`config.mk`:
```
export PLATFORM = sky130hd
export DESIGN_NAME = shrot_unit
export DESIGN_NICKNAME = d
export VERILOG_FILES = /design/src/rtl/shrot_pkg.sv /design/src/rtl/shrot_step.sv /design/src/rtl/shrot_cost.sv /design/src/rtl/shrot_unit.sv
export SDC_FILE = /design/constraint.sdc
export NUM_CORES = 1
export LEC_CHECK = 0
export BUFFER_PORTS_ARGS = -buffer_cell sky130_fd_sc_hd__buf_2
export CORE_ASPECT_RATIO = 1.1
export CORE_MARGIN = 5
export CORE_UTILIZATION = 52
export CTS_BUF_LIST = sky130_fd_sc_hd__clkbuf_8
export CTS_CLUSTER_SIZE = 24
export DETAILED_ROUTE_END_ITERATION = 8
export PLACE_DENSITY = 0.77
export SLEW_MARGIN = 10
export SYNTH_ARGS = -nofsm -noshare
export SYNTH_HDL_FRONTEND = slang
export SYNTH_SLANG_ARGS = --single-unit
```
`constraint.sdc`:
```
create_clock -name clk -period 4.78 [get_ports clk]
set_input_delay 0.239 -clock clk [delete_from_list [all_inputs] [get_ports clk]]
set_output_delay 0.239 -clock clk [all_outputs]
set_load 0.05 [all_outputs]
```
`src/rtl/shrot_pkg.sv`:
```
package shrot_pkg;
  typedef enum logic [2:0] {
    OP_SHL = 3'd0,
    OP_SHR = 3'd1,
    OP_SAR = 3'd2,
    OP_ROL = 3'd3,
    OP_ROR = 3'd4,
    OP_RCL = 3'd5,
    OP_RCR = 3'd6
  } op_e;

  localparam int COST_ONE  = 2;
  localparam int COST_BASE = 8;
  localparam int COST_STEP = 4;
endpackage

```
`src/rtl/shrot_step.sv`:
```
module shrot_step
  import shrot_pkg::*;
#(
  parameter int W = 16
) (
  input  logic [W-1:0] d_i,
  input  logic         cf_i,
  input  op_e          op_i,
  input  logic         wide_i,
  output logic [W-1:0] d_o,
  output logic         cf_o,
  output logic         of_o
);
  localparam int H = W / 2;
  localparam logic [W-1:0] TOP_W  = W'(1) << (W - 1);
  localparam logic [W-1:0] TOP_B  = W'(1) << (H - 1);
  localparam logic [W-1:0] MASK_B = {{H{1'b0}}, {H{1'b1}}};

  logic [W-1:0] top, mask, d;
  logic         msb, lsb, is_left, in_bit, fill;

  always_comb begin
    top  = wide_i ? TOP_W : TOP_B;
    mask = wide_i ? '1 : MASK_B;
    d    = d_i & mask;
    msb  = |(d & top);
    lsb  = d[0];
    is_left = 1'b1;
    in_bit  = 1'b0;
    fill    = 1'b0;
    case (op_i)
      OP_ROL:  in_bit = msb;
      OP_RCL:  in_bit = cf_i;
      OP_SHR:  is_left = 1'b0;
      OP_SAR:  begin is_left = 1'b0; fill = msb;  end
      OP_ROR:  begin is_left = 1'b0; fill = lsb;  end
      OP_RCR:  begin is_left = 1'b0; fill = cf_i; end
      default: in_bit = 1'b0;
    endcase
    if (is_left) begin
      d_o  = ((d << 1) | {{(W-1){1'b0}}, in_bit}) & mask;
      cf_o = msb;
      of_o = (|(d_o & top)) ^ msb;
    end else begin
      d_o  = (d >> 1) | (fill ? top : '0);
      cf_o = lsb;
      of_o = (|(d_o & top)) ^ msb;
    end
  end
endmodule

```
`src/rtl/shrot_cost.sv`:
```
module shrot_cost
  import shrot_pkg::*;
#(
  parameter int CNT_W = 8,
  parameter int CYC_W = 11
) (
  input  logic             var_i,
  input  logic [CNT_W-1:0] cnt_i,
  output logic [CYC_W-1:0] cyc_o
);
  always_comb begin
    if (var_i) cyc_o = CYC_W'(COST_BASE) + CYC_W'(COST_STEP) * CYC_W'(cnt_i);
    else       cyc_o = CYC_W'(COST_ONE);
  end
endmodule

```
`src/rtl/shrot_unit.sv`:
```
module shrot_unit
  import shrot_pkg::*;
#(
  parameter  int DATA_W = 16,
  parameter  int CNT_W  = 8,
  localparam int CYC_W  = $clog2(COST_BASE + COST_STEP * ((1 << CNT_W) - 1) + 1)
) (
  input  logic              clk,
  input  logic              rst,
  input  logic              req_valid,
  input  logic [2:0]        req_op,
  input  logic              req_wide,
  input  logic              req_var,
  input  logic [CNT_W-1:0]  req_cnt,
  input  logic [DATA_W-1:0] req_data,
  input  logic              req_cf,
  input  logic              req_of,
  output logic              busy,
  output logic              done,
  output logic [DATA_W-1:0] res_data,
  output logic              res_cf,
  output logic              res_of,
  output logic [CYC_W-1:0]  res_cycles
);
  localparam int HALF_W = DATA_W / 2;
  localparam logic [DATA_W-1:0] LOW_MASK = {{HALF_W{1'b0}}, {HALF_W{1'b1}}};

  op_e               op_q;
  logic              wide_q;
  logic [DATA_W-1:0] w_data, s_data;
  logic              w_cf, w_of, s_cf, s_of;
  logic [CNT_W-1:0]  left_q;
  logic [CYC_W-1:0]  cost, cyc_q;

  shrot_step #(.W(DATA_W)) u_step (
    .d_i(w_data), .cf_i(w_cf), .op_i(op_q), .wide_i(wide_q),
    .d_o(s_data), .cf_o(s_cf), .of_o(s_of)
  );

  shrot_cost #(.CNT_W(CNT_W), .CYC_W(CYC_W)) u_cost (
    .var_i(req_var), .cnt_i(req_cnt), .cyc_o(cost)
  );

  always_ff @(posedge clk) begin
    if (rst) begin
      busy       <= 1'b0;
      done       <= 1'b0;
      res_data   <= '0;
      res_cf     <= 1'b0;
      res_of     <= 1'b0;
      res_cycles <= '0;
      op_q       <= OP_SHL;
      wide_q     <= 1'b0;
      w_data     <= '0;
      w_cf       <= 1'b0;
      w_of       <= 1'b0;
      left_q     <= '0;
      cyc_q      <= '0;
    end else begin
      done <= 1'b0;
      if (!busy) begin
        if (req_valid) begin
          busy   <= 1'b1;
          op_q   <= op_e'(req_op);
          wide_q <= req_wide;
          w_data <= req_data;
          w_cf   <= req_cf;
          w_of   <= req_of;
          left_q <= req_var ? req_cnt : CNT_W'(1);
          cyc_q  <= cost;
        end
      end else if (left_q == '0) begin
        busy       <= 1'b0;
        done       <= 1'b1;
        res_data   <= wide_q ? w_data : (w_data & LOW_MASK);
        res_cf     <= w_cf;
        res_of     <= w_of;
        res_cycles <= cyc_q;
      end else begin
        w_data <= s_data;
        w_cf   <= s_cf;
        w_of   <= s_of;
        left_q <= left_q - 1'b1;
      end
    end
  end
endmodule

```
==> flow_summary.ini <==
[critical_path]
cp_cell_sequence = inv_1 > a21oi_1 > nor2_2 > o21ai_0 > a21oi_1
crit_type = reg2reg
cp.buffers_inverters = 1
cp_slowest_cell = nor2_2
cp_data_required_time_ps = 5050
end_kind = flop
critPathLaunchType = flop
critPathArrivalTime_ps = 3240
cp_max_fo = 34
path_common_cell = a21oi_1
critical_path.top_delay_family = simple AND/OR/NAND/NOR gates
slowest_delay_ps = 970

[placed_design]
place.detailed.hpwl_um = 5530
io_buffer_count = 63
gp_congestion = 0.852
dp_cells = 528

[logic_synthesis]
synth_top_family_by_area = compound AO/OA/AOI/OAI gates
synth_top_cell_by_area = dfxtp_1
synth.area.mux_share_pct = 4.82
synth_top_area_share_pct = 42.5
syn_nets = 450
synth_edf_count = 0
syn_area_per_cell_um2 = 7.98
seq_area_frac_synth_pct = 42.5
synth.distinct_cells = 55
async_flop_share_pct = 0
ys_ff_latch = 70
synth_area_leaders = dfxtp_1 (43%), a21oi_1 (9.6%), nand2_1 (9.3%), nor2_1 (3.8%), nand3_1 (2.7%)
synthXorXnorAreaFrac_pct = 1.33
syn-cell-area_mm2 = 0.00329
synth.most_common_cell = nand2_1
yosysWarnings = 0
synth_adder_area_share_pct = 1.14
ys.flop_type = dfxtp_1
synth_compound_area_share_pct = 22.3
synth_cells = 413
synthSimpleGateAreaFrac_pct = 21.9
synth_common_cells = nand2_1 (82), dfxtp_1 (70), a21oi_1 (63)

[timing]
timing.final.crit_share_pct = 62.1
hold_violations = 0
tightest_slew_ps = 1240
max_freq_mhz = 337
setup_violations = 0
slew_headroom_pct = 17.0
fin_tns_setup_ps = 0
fin_skew_ps = 7.43
period_needed_ps = 2970
rsz0062_at_grt = false
slew_viol_final = 0

[global_route]
track_usage_pct = 20.8
antenna_found_initial = 0
first_global_vias = 2903
grt_max_degree = 72
grt-ovfl-total = 0
grt_pass1_wl_um = 13500

[detailed_routing]
wl_per_cell_um = 15.0
routed_wl_um = 8180
viasPerCell = 5.66
drtIter0Drc = 263
num_vias = 3080
antenna_left = 0
drt_first_pass_iters = 5
drc = 0

[cells_and_area]
instances_no_fill = 544
layout-drive-gt1-share_pct = 21.8
multiInputGateArea_mm2 = 0.00170
n_antenna_cell = 0
fill_cells = 575
nets = 496
final-seq-area_mm2 = 0.00140
syn_to_final_growth_pct = 14.5

[clock_tree]
cts_buffer_depth = 2
clk_latency_ps = 350
cts-hold-fix-buffers = 0
cts_sinks = 70
path_clk_slew_ps = 70
root_buffer = clkbuf_8
cts_tree = yes
cts_buffers = 9
post_cts_buffers = 0
h-tree-depth = 3
cts_resized = 0

[floorplan]
start_util_pct = 53.5
dieArea_mm2 = 0.00803
num_rows = 30
io_pins = 65
die_w_um = 85.9
coreArea_mm2 = 0.00616
die_y_um = 93.5

[power]
seq_power_share_pct = 46.4
pwr-share-comb_pct = 20.6
p_per_area_mw_per_mm2 = 386
leakagePower_nw = 1.50
switchingPower_w = 0.000458
p_int_w = 0.000999
clkPwrFrac_pct = 33.1
power_switching_share_pct = 31.4
ir_worst_vdd_mv = 0.188

[min_path]
holdCritPathClass = in2reg

[run]
maxCapViolations = 0

[run_status]
status = complete, no violations
per-layer routing:
metal / share of wire, % / track usage (%)
met1: 45 / 26.3
met2: 46 / 33.1
met3: 6.6 / 5.90
met4: 2.0 / 8.18
met5: 0 / 0
power groups by stage:
stage	clock (W)	combinational, W	sequential [W]
floorplan	0	0.000230	0.000686
CTS	0.000488	0.000298	0.000674
finish	0.000482	0.000300	0.000676
detailed placement	0	0.000296	0.000687
global route	0.000524	0.000329	0.000682
global placement	0	0.000288	0.000685
path summary, 6_finish.rpt:
path | cells past startpoint | slack, ps | to | from
setup / recovery | 5 | 1810 | left_q[4] | busy
setup reg to reg | 5 | 1810 | left_q[4] | busy
hold reg to reg | 2 | 450 | res_cycles[3] | res_cycles[3]
hold / removal | 3 | 140 | wide_q | req_wide
per-stage QoR:
step / power [W] / cell area (um^2) / setup slack [ps] / util [%] / hold slack (ps)
floorplan: 0.000916 / 3290 / 2850 / - / 375
global placement: 0.000973 / 3570 / 2030 / 58.0 / 436
detailed placement: 0.000983 / 3570 / 1890 / 58.0 / 441
CTS: 0.00146 / 3770 / 1900 / 61.3 / 134
global route: 0.00153 / 3770 / 1560 / 61.3 / 148
finish: 0.00146 / 3770 / 1810 / 61.3 / 142
flip-flops by register name, summed over array words and instances, names as in the netlist:
| register | cells |
|---|---|
| res_of | 1 |
| op_q | 3 |
| done | 1 |
| wide_q | 1 |
| w_data | 16 |
| cyc_q | 10 |
| busy | 1 |
| w_cf | 1 |
| w_of | 1 |
| left_q | 8 |
| res_data | 16 |
| res_cf | 1 |
| res_cycles | 10 |
cell usage in the layout (no fill, tap or decap), types with 4 or more instances in the layout:
cell type,netlist,routed
nand2_1,82,82
o21ai_0,10,10
xnor2_1,4,4
mux2i_1,8,8
clkbuf_8,0,11
mux2_2,7,7
nor2_1,33,33
a211oi_1,8,8
a211o_1,6,6
inv_1,10,12
a22oi_1,5,5
a32oi_1,4,4
dfxtp_1,70,70
a21oi_1,63,63
buf_2,6,63
nor2b_1,4,4
nand3_1,18,18
cells by family after synthesis:
| family | count (synthesis) |
|---|---|
| simple gates | 161 |
| compound gates | 118 |
| flops | 70 |
| buf+inv | 40 |
| mux | 15 |
| xor+xnor | 5 |
| fa+ha+maj | 3 |
| other cells | 1 |
cell type report:
type                    count  area share [%]
clock buffers              11            4.01
repair buffers             65            8.76
flip-flops and latches     70            37.2
well taps                  80            2.65
clock inverters             5            1.33
multi-input cells         303            45.1
inverters                  10           0.995
worst reg2reg max path, cell delays in order, from the launching register on:
cell and delay (ps):
dfxtp_1 640, inv_1 670, a21oi_1 160, nor2_2 970
o21ai_0 250, a21oi_1 200
(Power assumes the default switching activity.)
